===== config.mk =====
export PLATFORM = sky130hd
export DESIGN_NAME = psa_simd_adder
export DESIGN_NICKNAME = d
export VERILOG_FILES = /design/src/rtl/psa_pkg.sv /design/src/rtl/psa_byte_slice.sv /design/src/rtl/psa_lane_map.sv /design/src/rtl/psa_lane_clamp.sv /design/src/rtl/psa_simd_adder.sv
export SDC_FILE = /design/constraint.sdc
export NUM_CORES = 1
export LEC_CHECK = 0
export BUFFER_PORTS_ARGS = -buffer_cell sky130_fd_sc_hd__buf_2
export CELL_PAD_IN_SITES_DETAIL_PLACEMENT = 1
export CELL_PAD_IN_SITES_GLOBAL_PLACEMENT = 2
export CORE_UTILIZATION = 32
export CTS_CLUSTER_SIZE = 16
export DETAILED_ROUTE_END_ITERATION = 8
export GPL_TIMING_DRIVEN = 0
export PLACE_DENSITY = 0.84
export SLEW_MARGIN = 20
export SYNTH_ARGS = -nofsm -noshare
export SYNTH_HDL_FRONTEND = slang
export SYNTH_SLANG_ARGS = --single-unit
export TNS_END_PERCENT = 10

===== constraint.sdc =====
create_clock -name clk -period 33.8 [get_ports clk]
set_input_delay 10.14 -clock clk [delete_from_list [all_inputs] [get_ports clk]]
set_output_delay 10.14 -clock clk [all_outputs]
set_load 0.03 [all_outputs]

===== src/rtl/psa_pkg.sv =====
package psa_pkg;
    localparam int unsigned BYTE_W = 8;

    typedef enum logic [1:0] {
        LANE_B8  = 2'd0,
        LANE_B16 = 2'd1,
        LANE_B32 = 2'd2,
        LANE_B64 = 2'd3
    } lane_w_e;
endpackage


===== src/rtl/psa_byte_slice.sv =====
module psa_byte_slice #(
    parameter int unsigned BW = 8
) (
    input  logic [BW-1:0] a,
    input  logic [BW-1:0] b,
    input  logic          sub,
    input  logic          cin,
    output logic [BW-1:0] sum,
    output logic          cout,
    output logic          a_msb,
    output logic          bx_msb
);
    logic [BW-1:0] bx;

    always_comb begin
        bx            = sub ? ~b : b;
        {cout, sum}   = {1'b0, a} + {1'b0, bx} + {{BW{1'b0}}, cin};
        a_msb         = a[BW-1];
        bx_msb        = bx[BW-1];
    end
endmodule


===== src/rtl/psa_lane_map.sv =====
module psa_lane_map
    import psa_pkg::*;
#(
    parameter int unsigned NBYTES = 8,
    localparam int unsigned IDX_W = (NBYTES > 1) ? $clog2(NBYTES) : 1
) (
    input  lane_w_e                      lane,
    output logic [NBYTES-1:0]            is_first,
    output logic [NBYTES-1:0][IDX_W-1:0] top_idx
);
    logic [IDX_W-1:0] span_m1;

    always_comb begin
        unique case (lane)
            LANE_B8:  span_m1 = IDX_W'(0);
            LANE_B16: span_m1 = IDX_W'(1);
            LANE_B32: span_m1 = IDX_W'(3);
            LANE_B64: span_m1 = IDX_W'(7);
            default:  span_m1 = IDX_W'(0);
        endcase
    end

    for (genvar i = 0; i < NBYTES; i++) begin : g_map
        always_comb begin
            is_first[i] = ((IDX_W'(i) & span_m1) == '0);
            top_idx[i]  = IDX_W'(i) | span_m1;
        end
    end
endmodule


===== src/rtl/psa_lane_clamp.sv =====
module psa_lane_clamp #(
    parameter int unsigned BW = 8
) (
    input  logic [BW-1:0] raw,
    input  logic          sat_en,
    input  logic          sgn,
    input  logic          sub,
    input  logic          lane_ovf,
    input  logic          lane_neg,
    input  logic          is_top,
    output logic [BW-1:0] out
);
    logic [BW-1:0] limit;

    always_comb begin
        if (sgn) begin
            if (lane_neg)
                limit = is_top ? {1'b1, {(BW-1){1'b0}}} : '0;
            else
                limit = is_top ? {1'b0, {(BW-1){1'b1}}} : '1;
        end else begin
            limit = sub ? '0 : '1;
        end
        out = (sat_en && lane_ovf) ? limit : raw;
    end
endmodule


===== src/rtl/psa_simd_adder.sv =====
module psa_simd_adder
    import psa_pkg::*;
#(
    parameter int unsigned DATA_W = 64,
    localparam int unsigned NBYTES = DATA_W / BYTE_W,
    localparam int unsigned IDX_W  = (NBYTES > 1) ? $clog2(NBYTES) : 1
) (
    input  logic              clk,
    input  logic              rst_n,
    input  logic [DATA_W-1:0] op_a,
    input  logic [DATA_W-1:0] op_b,
    input  logic [1:0]        lane_sel,
    input  logic              do_sub,
    input  logic              is_signed,
    input  logic              saturate,
    output logic [DATA_W-1:0] sum_q,
    output logic [NBYTES-1:0] ovf_q
);
    lane_w_e                      lane;
    logic [NBYTES-1:0]            is_first;
    logic [NBYTES-1:0][IDX_W-1:0] top_idx;
    logic [NBYTES-1:0]            cin, cout, a_msb, bx_msb, byte_ovf;
    logic [NBYTES-1:0]            lane_ovf, lane_neg, is_top;
    logic [NBYTES-1:0]            chain;
    logic [DATA_W-1:0]            raw_sum, res_d;

    assign lane  = lane_w_e'(lane_sel);
    assign chain = {cout[NBYTES-2:0], do_sub};

    psa_lane_map #(.NBYTES(NBYTES)) u_map (
        .lane     (lane),
        .is_first (is_first),
        .top_idx  (top_idx)
    );

    for (genvar i = 0; i < NBYTES; i++) begin : g_byte
        assign cin[i] = is_first[i] ? do_sub : chain[i];

        psa_byte_slice #(.BW(BYTE_W)) u_slice (
            .a      (op_a[i*BYTE_W +: BYTE_W]),
            .b      (op_b[i*BYTE_W +: BYTE_W]),
            .sub    (do_sub),
            .cin    (cin[i]),
            .sum    (raw_sum[i*BYTE_W +: BYTE_W]),
            .cout   (cout[i]),
            .a_msb  (a_msb[i]),
            .bx_msb (bx_msb[i])
        );

        always_comb begin
            if (is_signed)
                byte_ovf[i] = (a_msb[i] == bx_msb[i]) &&
                              (raw_sum[i*BYTE_W + BYTE_W - 1] != a_msb[i]);
            else
                byte_ovf[i] = do_sub ? ~cout[i] : cout[i];
            lane_ovf[i] = byte_ovf[top_idx[i]];
            lane_neg[i] = a_msb[top_idx[i]];
            is_top[i]   = (top_idx[i] == IDX_W'(i));
        end

        psa_lane_clamp #(.BW(BYTE_W)) u_clamp (
            .raw      (raw_sum[i*BYTE_W +: BYTE_W]),
            .sat_en   (saturate),
            .sgn      (is_signed),
            .sub      (do_sub),
            .lane_ovf (lane_ovf[i]),
            .lane_neg (lane_neg[i]),
            .is_top   (is_top[i]),
            .out      (res_d[i*BYTE_W +: BYTE_W])
        );
    end

    always_ff @(posedge clk) begin
        if (!rst_n) begin
            sum_q <= '0;
            ovf_q <= '0;
        end else begin
            sum_q <= res_d;
            ovf_q <= lane_ovf;
        end
    end

    AST_BYTE_ISOLATION: assert property (@(posedge clk) disable iff (!rst_n)
        (lane == LANE_B8 && !saturate) |->
        res_d[15:8] == (do_sub ? 8'(op_a[15:8] - op_b[15:8]) : 8'(op_a[15:8] + op_b[15:8])));
    AST_WRAP_PASS: assert property (@(posedge clk) disable iff (!rst_n)
        !saturate |-> res_d == raw_sum);
    AST_SGN_SAT_LIMIT: assert property (@(posedge clk) disable iff (!rst_n)
        (saturate && is_signed && lane == LANE_B8 && lane_ovf[0]) |->
        (res_d[7:0] == 8'h7F || res_d[7:0] == 8'h80));
    AST_UNS_SAT_LIMIT: assert property (@(posedge clk) disable iff (!rst_n)
        (saturate && !is_signed && lane == LANE_B8 && lane_ovf[0]) |->
        res_d[7:0] == (do_sub ? 8'h00 : 8'hFF));
    AST_LANE_FLAG_UNIFORM: assert property (@(posedge clk) disable iff (!rst_n)
        lane == LANE_B16 |->
        (lane_ovf[0] == lane_ovf[1] && lane_ovf[2] == lane_ovf[3]));
    AST_FULL_FLAG_UNIFORM: assert property (@(posedge clk) disable iff (!rst_n)
        lane == LANE_B64 |-> ($countones(lane_ovf) == 0 || $countones(lane_ovf) == NBYTES));
endmodule


**Yosys cells after proc, flatten, opt, wreduce, memory -nomap -nowiden**

Index checks and enable logic that the tools add are counted.

- Add/sub/neg operators: 16
- Magnitude comparators: 7
- Bitwise logic cells: 16
- Equality and inequality tests: 19
- Reduce and logical (&&, ||, !) cells: 27
- Multiplexer cells: 99

Operators with widths:

| kind | number |
|---|---|
| two-way mux 8 bit | 47 |
| adder 8 x 8 -> 9 bit | 8 |
| adder 9 x 1 -> 9 bit | 8 |
| inverter 8 bit | 8 |
| two-way mux 1 bit | 43 |
| < comparator 3 x 4 -> 1 bit, second input constant | 7 |
| logical NOT 3 bit | 7 |
| logical AND 1 bit | 16 |
| binary-select mux 1 bit (select 2 bit) | 6 |
| one-hot mux 3 bit (4 select lines) | 1 |
| equality test 1 bit | 8 |
| logical NOT 2 bit | 4 |
| inequality test 1 bit | 8 |
| inverter 1 bit | 8 |
| binary-select mux 1 bit (select 3 bit) | 2 |
| equality test 2 bit, second input constant | 2 |
| equality test 2 x 1 -> 1 bit, second input constant | 1 |

- Output and inout port bits: 72
- Register bits: 72
- Input bits: 135

**Longest topological paths before layout**

- Depth in word-level cells: 25
- Gate-level depth with buffers: 62
- Mapped depth without buffers: 59

**Hierarchy**

Synthesis repeated with hierarchy kept, for this count alone.

- Cells, all modules: 940
- Area total of the unflattened synthesis: 8,409.3 µm²

By module, submodules not included:

| module | cells each | area each (µm²) | instances |
|---|---|---|---|
| psa_simd_adder | 355 | 3,838.7 | 1 |
| psa_byte_slice (g_byte[0].u_slice ...) | 54 | 425.4 | 7 |
| psa_lane_clamp | 15 | 118.9 | 8 |
| psa_byte_slice (g_byte[7].u_slice) | 54 | 414.1 | 1 |
| psa_lane_map | 33 | 227.7 | 1 |

**Worst setup path after synthesis**

No wires, ideal clock.

- Path kind: input to register
- From: in do_sub
- To: reg sum_q[32]
- Slack: 10,265 ps
- Arrival time: 23,421 ps
- Stages on the path: 62
- Data required time: 33,686 ps
- Cells stage by stage: buf_8 clkbuf_1 buf_1 xor2_1 ha_1 nor2_1 a21oi_1 and2_2 o21ai_0 o211ai_1 o21ai_0 fa_1 fa_1 nor2b_1 o31a_1 o22ai_1 nor2_1 a21oi_1 (+26 left out) fa_1 fa_1 nand2b_1 a21oi_1 o31ai_1 and2_1 o21ai_0 fa_1 fa_1 a21oi_1 o211ai_1 and2_1 o31ai_1 a311oi_2 nand3_1 and3_1 clkbuf_1 a21o_1

- Word-level cells in the longest chain between the ends: 24
- Elaborated cells on any way between the ends: 61

Ends and longest elaborated chain:

| item | line | RTL |
|---|---|---|
| start, declared | psa_simd_adder.sv:13 | `input logic do_sub,` |
| two-way mux 8 bit | psa_byte_slice.sv:16 | `bx = sub ? ~b : b;` |
| adder 8 x 8 -> 9 bit | psa_byte_slice.sv:17 | `{cout, sum} = {1'b0, a} + {1'b0, bx} + {{BW{1'b0}}, cin};` |
| adder 9 x 1 -> 9 bit | psa_byte_slice.sv:17 |  |
| two-way mux 1 bit | psa_simd_adder.sv:37 | `assign cin[i] = is_first[i] ? do_sub : chain[i];` |
| adder 9 x 1 -> 9 bit | psa_byte_slice.sv:17 |  |
| two-way mux 1 bit | psa_simd_adder.sv:37 |  |
| adder 9 x 1 -> 9 bit | psa_byte_slice.sv:17 |  |
| two-way mux 1 bit | psa_simd_adder.sv:37 |  |
| (+8 left out) | - |  |
| adder 9 x 1 -> 9 bit | psa_byte_slice.sv:17 |  |
| inequality test 1 bit or inverter 1 bit (tied branches) | psa_simd_adder.sv:53, psa_simd_adder.sv:55 |  |
| logical AND 1 bit or two-way mux 1 bit (tied branches) | psa_simd_adder.sv:52, psa_simd_adder.sv:55 |  |
| two-way mux 1 bit | psa_simd_adder.sv:51 | `if (is_signed)` |
| binary-select mux 1 bit (select 2 bit) | psa_simd_adder.sv:56 | `lane_ovf[i] = byte_ovf[top_idx[i]];` |
| two-way mux 1 bit (implied by the code) | psa_simd_adder.sv:56 |  |
| logical AND 1 bit | psa_lane_clamp.sv:24 | `out = (sat_en && lane_ovf) ? limit : raw;` |
| two-way mux 8 bit (*) | psa_lane_clamp.sv:24 |  |
| end signal, assigned | psa_simd_adder.sv:78 | `sum_q <= res_d;` |
| end, declared | psa_simd_adder.sv:16 | `output logic [DATA_W-1:0] sum_q,` |

Every way passes the cells marked *; elsewhere a longest branch is shown, timed or not. The select of a mux whose other input is x is not followed.
A chain may end at the register's enable or synchronous reset.

**Worst setup path in the final report**

- From: in do_sub
- To: reg sum_q[38]

The elaborated chain is that of the path after synthesis.

==> run metrics <==
syn_nets 949; # nets final 1165; min Tclk post-route 27.09 ns; Avg Inst Size Synth 8.71 um2; max frequency 36.9 MHz; Met3 Wirelength 1340 um; area of the core 0.0197 mm2; Fin. Hold Viols 0; VDD IR-drop max 0.0000221 V; Post-synth top flop dfxtp_1; CTS tree done; die width 144 um; routability congestion estimate 0.880; Clk pwr share 24.1%; CTS Hold Bufs 0; Netlist cell types 85; CP most frequent cell fa_1; internal cell power 233 uW; Clock Root Buffer clkbuf_16; Total GRT Usage 21.0%; Mapped Cells 743; register area share after synthesis 22.3%; number of synthesized flops with an enable pin 0; global route overflow 0; sequential fraction of design power 27.0%; via count 6244; CP max stage cell buf_1; Critical Path RT 34.08 ns; PostCTS Resize Cnt 0; M1 wire length 9610 um; crit share post-route 80.1%; Hold Crit Class in -> reg; global-route wire length before repair 33300 um; Setup Viol. Count Final 0; most frequent cells in the layout 206 x buf_2, 79 x xor2_1, 72 x dfxtp_1, 56 x ha_1, 53 x o21ai_0; Critical Path Source Type input port; DR pass1 iterations 5; max incr delay on CP 0.86 ns; DP Cell Count 1213; asr flop ratio synth 0%; initial antenna violation count 0; Power Density 48.3 mW/mm2; CTS Buffer Depth 2; hold depth 3; Final Util 41.3%; total of max-cap violations 0; total CTS buffers 9; CTS H-tree lvls 3; Slew Limit Fails 0; Ys Warns 0; switching power total 159 uW; RSZ-0062 raised after global routing false; vias in the first global route 6303; Relative slew margins 27.5%; vias per cell 5.09; Cell Area, Placed 0.00783 mm2; detailed-route wire length per cell 17.4 um; Comb pwr share 48.9%; area of the die 0.0208 mm2; sw frac 40.5%; commonest non-fill, non-tap cell in the layout buf_2; share of post-route cells with drive strength above 1 27.3%; Final Instance Area 0.00811 mm2; Num Clock Sinks 72; Clock transition at path regs 0.06 ns; aggregate routed wire length 21400 um; #FFs+latches synth 72; DRC viols 0; # Post-CTS Setup Buffers 0; Layout area overhead 25.3%; Worst Hold Path EP sum_q[0]; number of buffers added on ports 205; CP max FO 10; DRT antenna net count 0; highest metal used met4; hold_sp op_a[0]; hold_ws 10.09 ns; Post-Layout Cell Count 1227; first-iteration detailed-routing DRC count 207; I/O pin total 207; critical path capture point type flop; Worst Tran Pin Value 1.09 ns; synthesized area 0.00647 mm2; outcome finished clean; CP arrival 27.37 ns; largest net degree at the start of global routing 11; # rows 51; standby leakage power 3.82 nW; CP Class in -> reg; Initial Util 32.9%; Fin Setup TNS 0 ns; die height 144 um; Met2 Wirelength 10100 um; dpl hpwl 17300 um
cells in the mapped netlist, types with 6 or more instances:
cell type  count  area share, %
a211oi_1      10            1.2
inv_1         32            1.9
ha_1          56             11
mux2i_1       12            1.9
nor2_1        41            2.4
nand2_1       45            2.6
o211ai_1      12            1.4
fa_1          15            4.6
clkbuf_1      16           0.93
nor2b_1       10           0.97
o31ai_1        6           0.70
nand3_1       11           0.85
xnor2_1       34            4.6
o2111ai_1      6           0.81
o22ai_1        8           0.77
o21ai_0       53            4.1
dfxtp_1       72             22
nand2b_1      25            2.4
nor3_1        14            1.1
a21oi_1       52            4.0
a21o_1        15            1.7
o31a_1         6           0.81
xor2_1        79             11
clkbuf_8       6            1.3
o21a_1        13            1.5
metal layers:
metal  global-route usage, %  vias up
li1                        -     3098
met1                    26.9     2957
met2                    35.3      165
met3                    4.70       24
met4                    5.26        0
met5                       0        -
critical path: cells and delay by family:
kind            cells  cell delay [ns]
xor+xnor            1             0.15
compound gates     25             5.38
simple gates       15             2.76
buf+inv             4             1.98
mux                 2             0.38
fa+ha+maj          15             6.54
kinds of logic after synthesis:
group | synth area share, %
simple gates | 14.6
xor+xnor | 15.3
compound gates | 24.8
flops | 22.3
mux | 2.90
fa+ha+maj | 15.5
buf+inv | 4.66
power by group through the flow:
stage	logic, mW	clock network [mW]	registers (mW)
final	0.192	0.0943	0.106
after global routing	0.211	0.101	0.108
after CTS	0.193	0.0972	0.106
after detailed placement	0.192	0	0.108
after global placement	0.190	0	0.108
after floorplan	0.103	0	0.143
layout make-up:
class	count	area (um2)
multi-input combinational	612	4730
tap	265	332
buffer	26	178
clock inverter	1	30.0
antenna	1	2.50
fill	2419	11500
sequential	72	1440
inverter	33	124
timing repair buffer	205	1030
clock buffer	12	246
flip-flops by register name, indices dropped and copies added (netlist names):
register  cells
sum_q        64
ovf_q         8
worst max-delay path by stage:
stage	from	end	slack [ns]
after global routing	do_sub	sum_q[32]	5.46
final	do_sub	sum_q[38]	6.71
after floorplan	do_sub	sum_q[32]	10.27
after detailed placement	do_sub	sum_q[38]	6.14
after CTS	do_sub	sum_q[38]	6.50
after global placement	do_sub	sum_q[33]	6.34
through the flow:
| step | setup WS [ns] | power, mW |
|---|---|---|
| after floorplan | 10.27 | 0.246 |
| after global placement | 6.34 | 0.298 |
| after detailed placement | 6.14 | 0.300 |
| after CTS | 6.50 | 0.397 |
| after global routing | 5.46 | 0.419 |
| final | 6.71 | 0.392 |
Power figures use the tool's default switching activity.
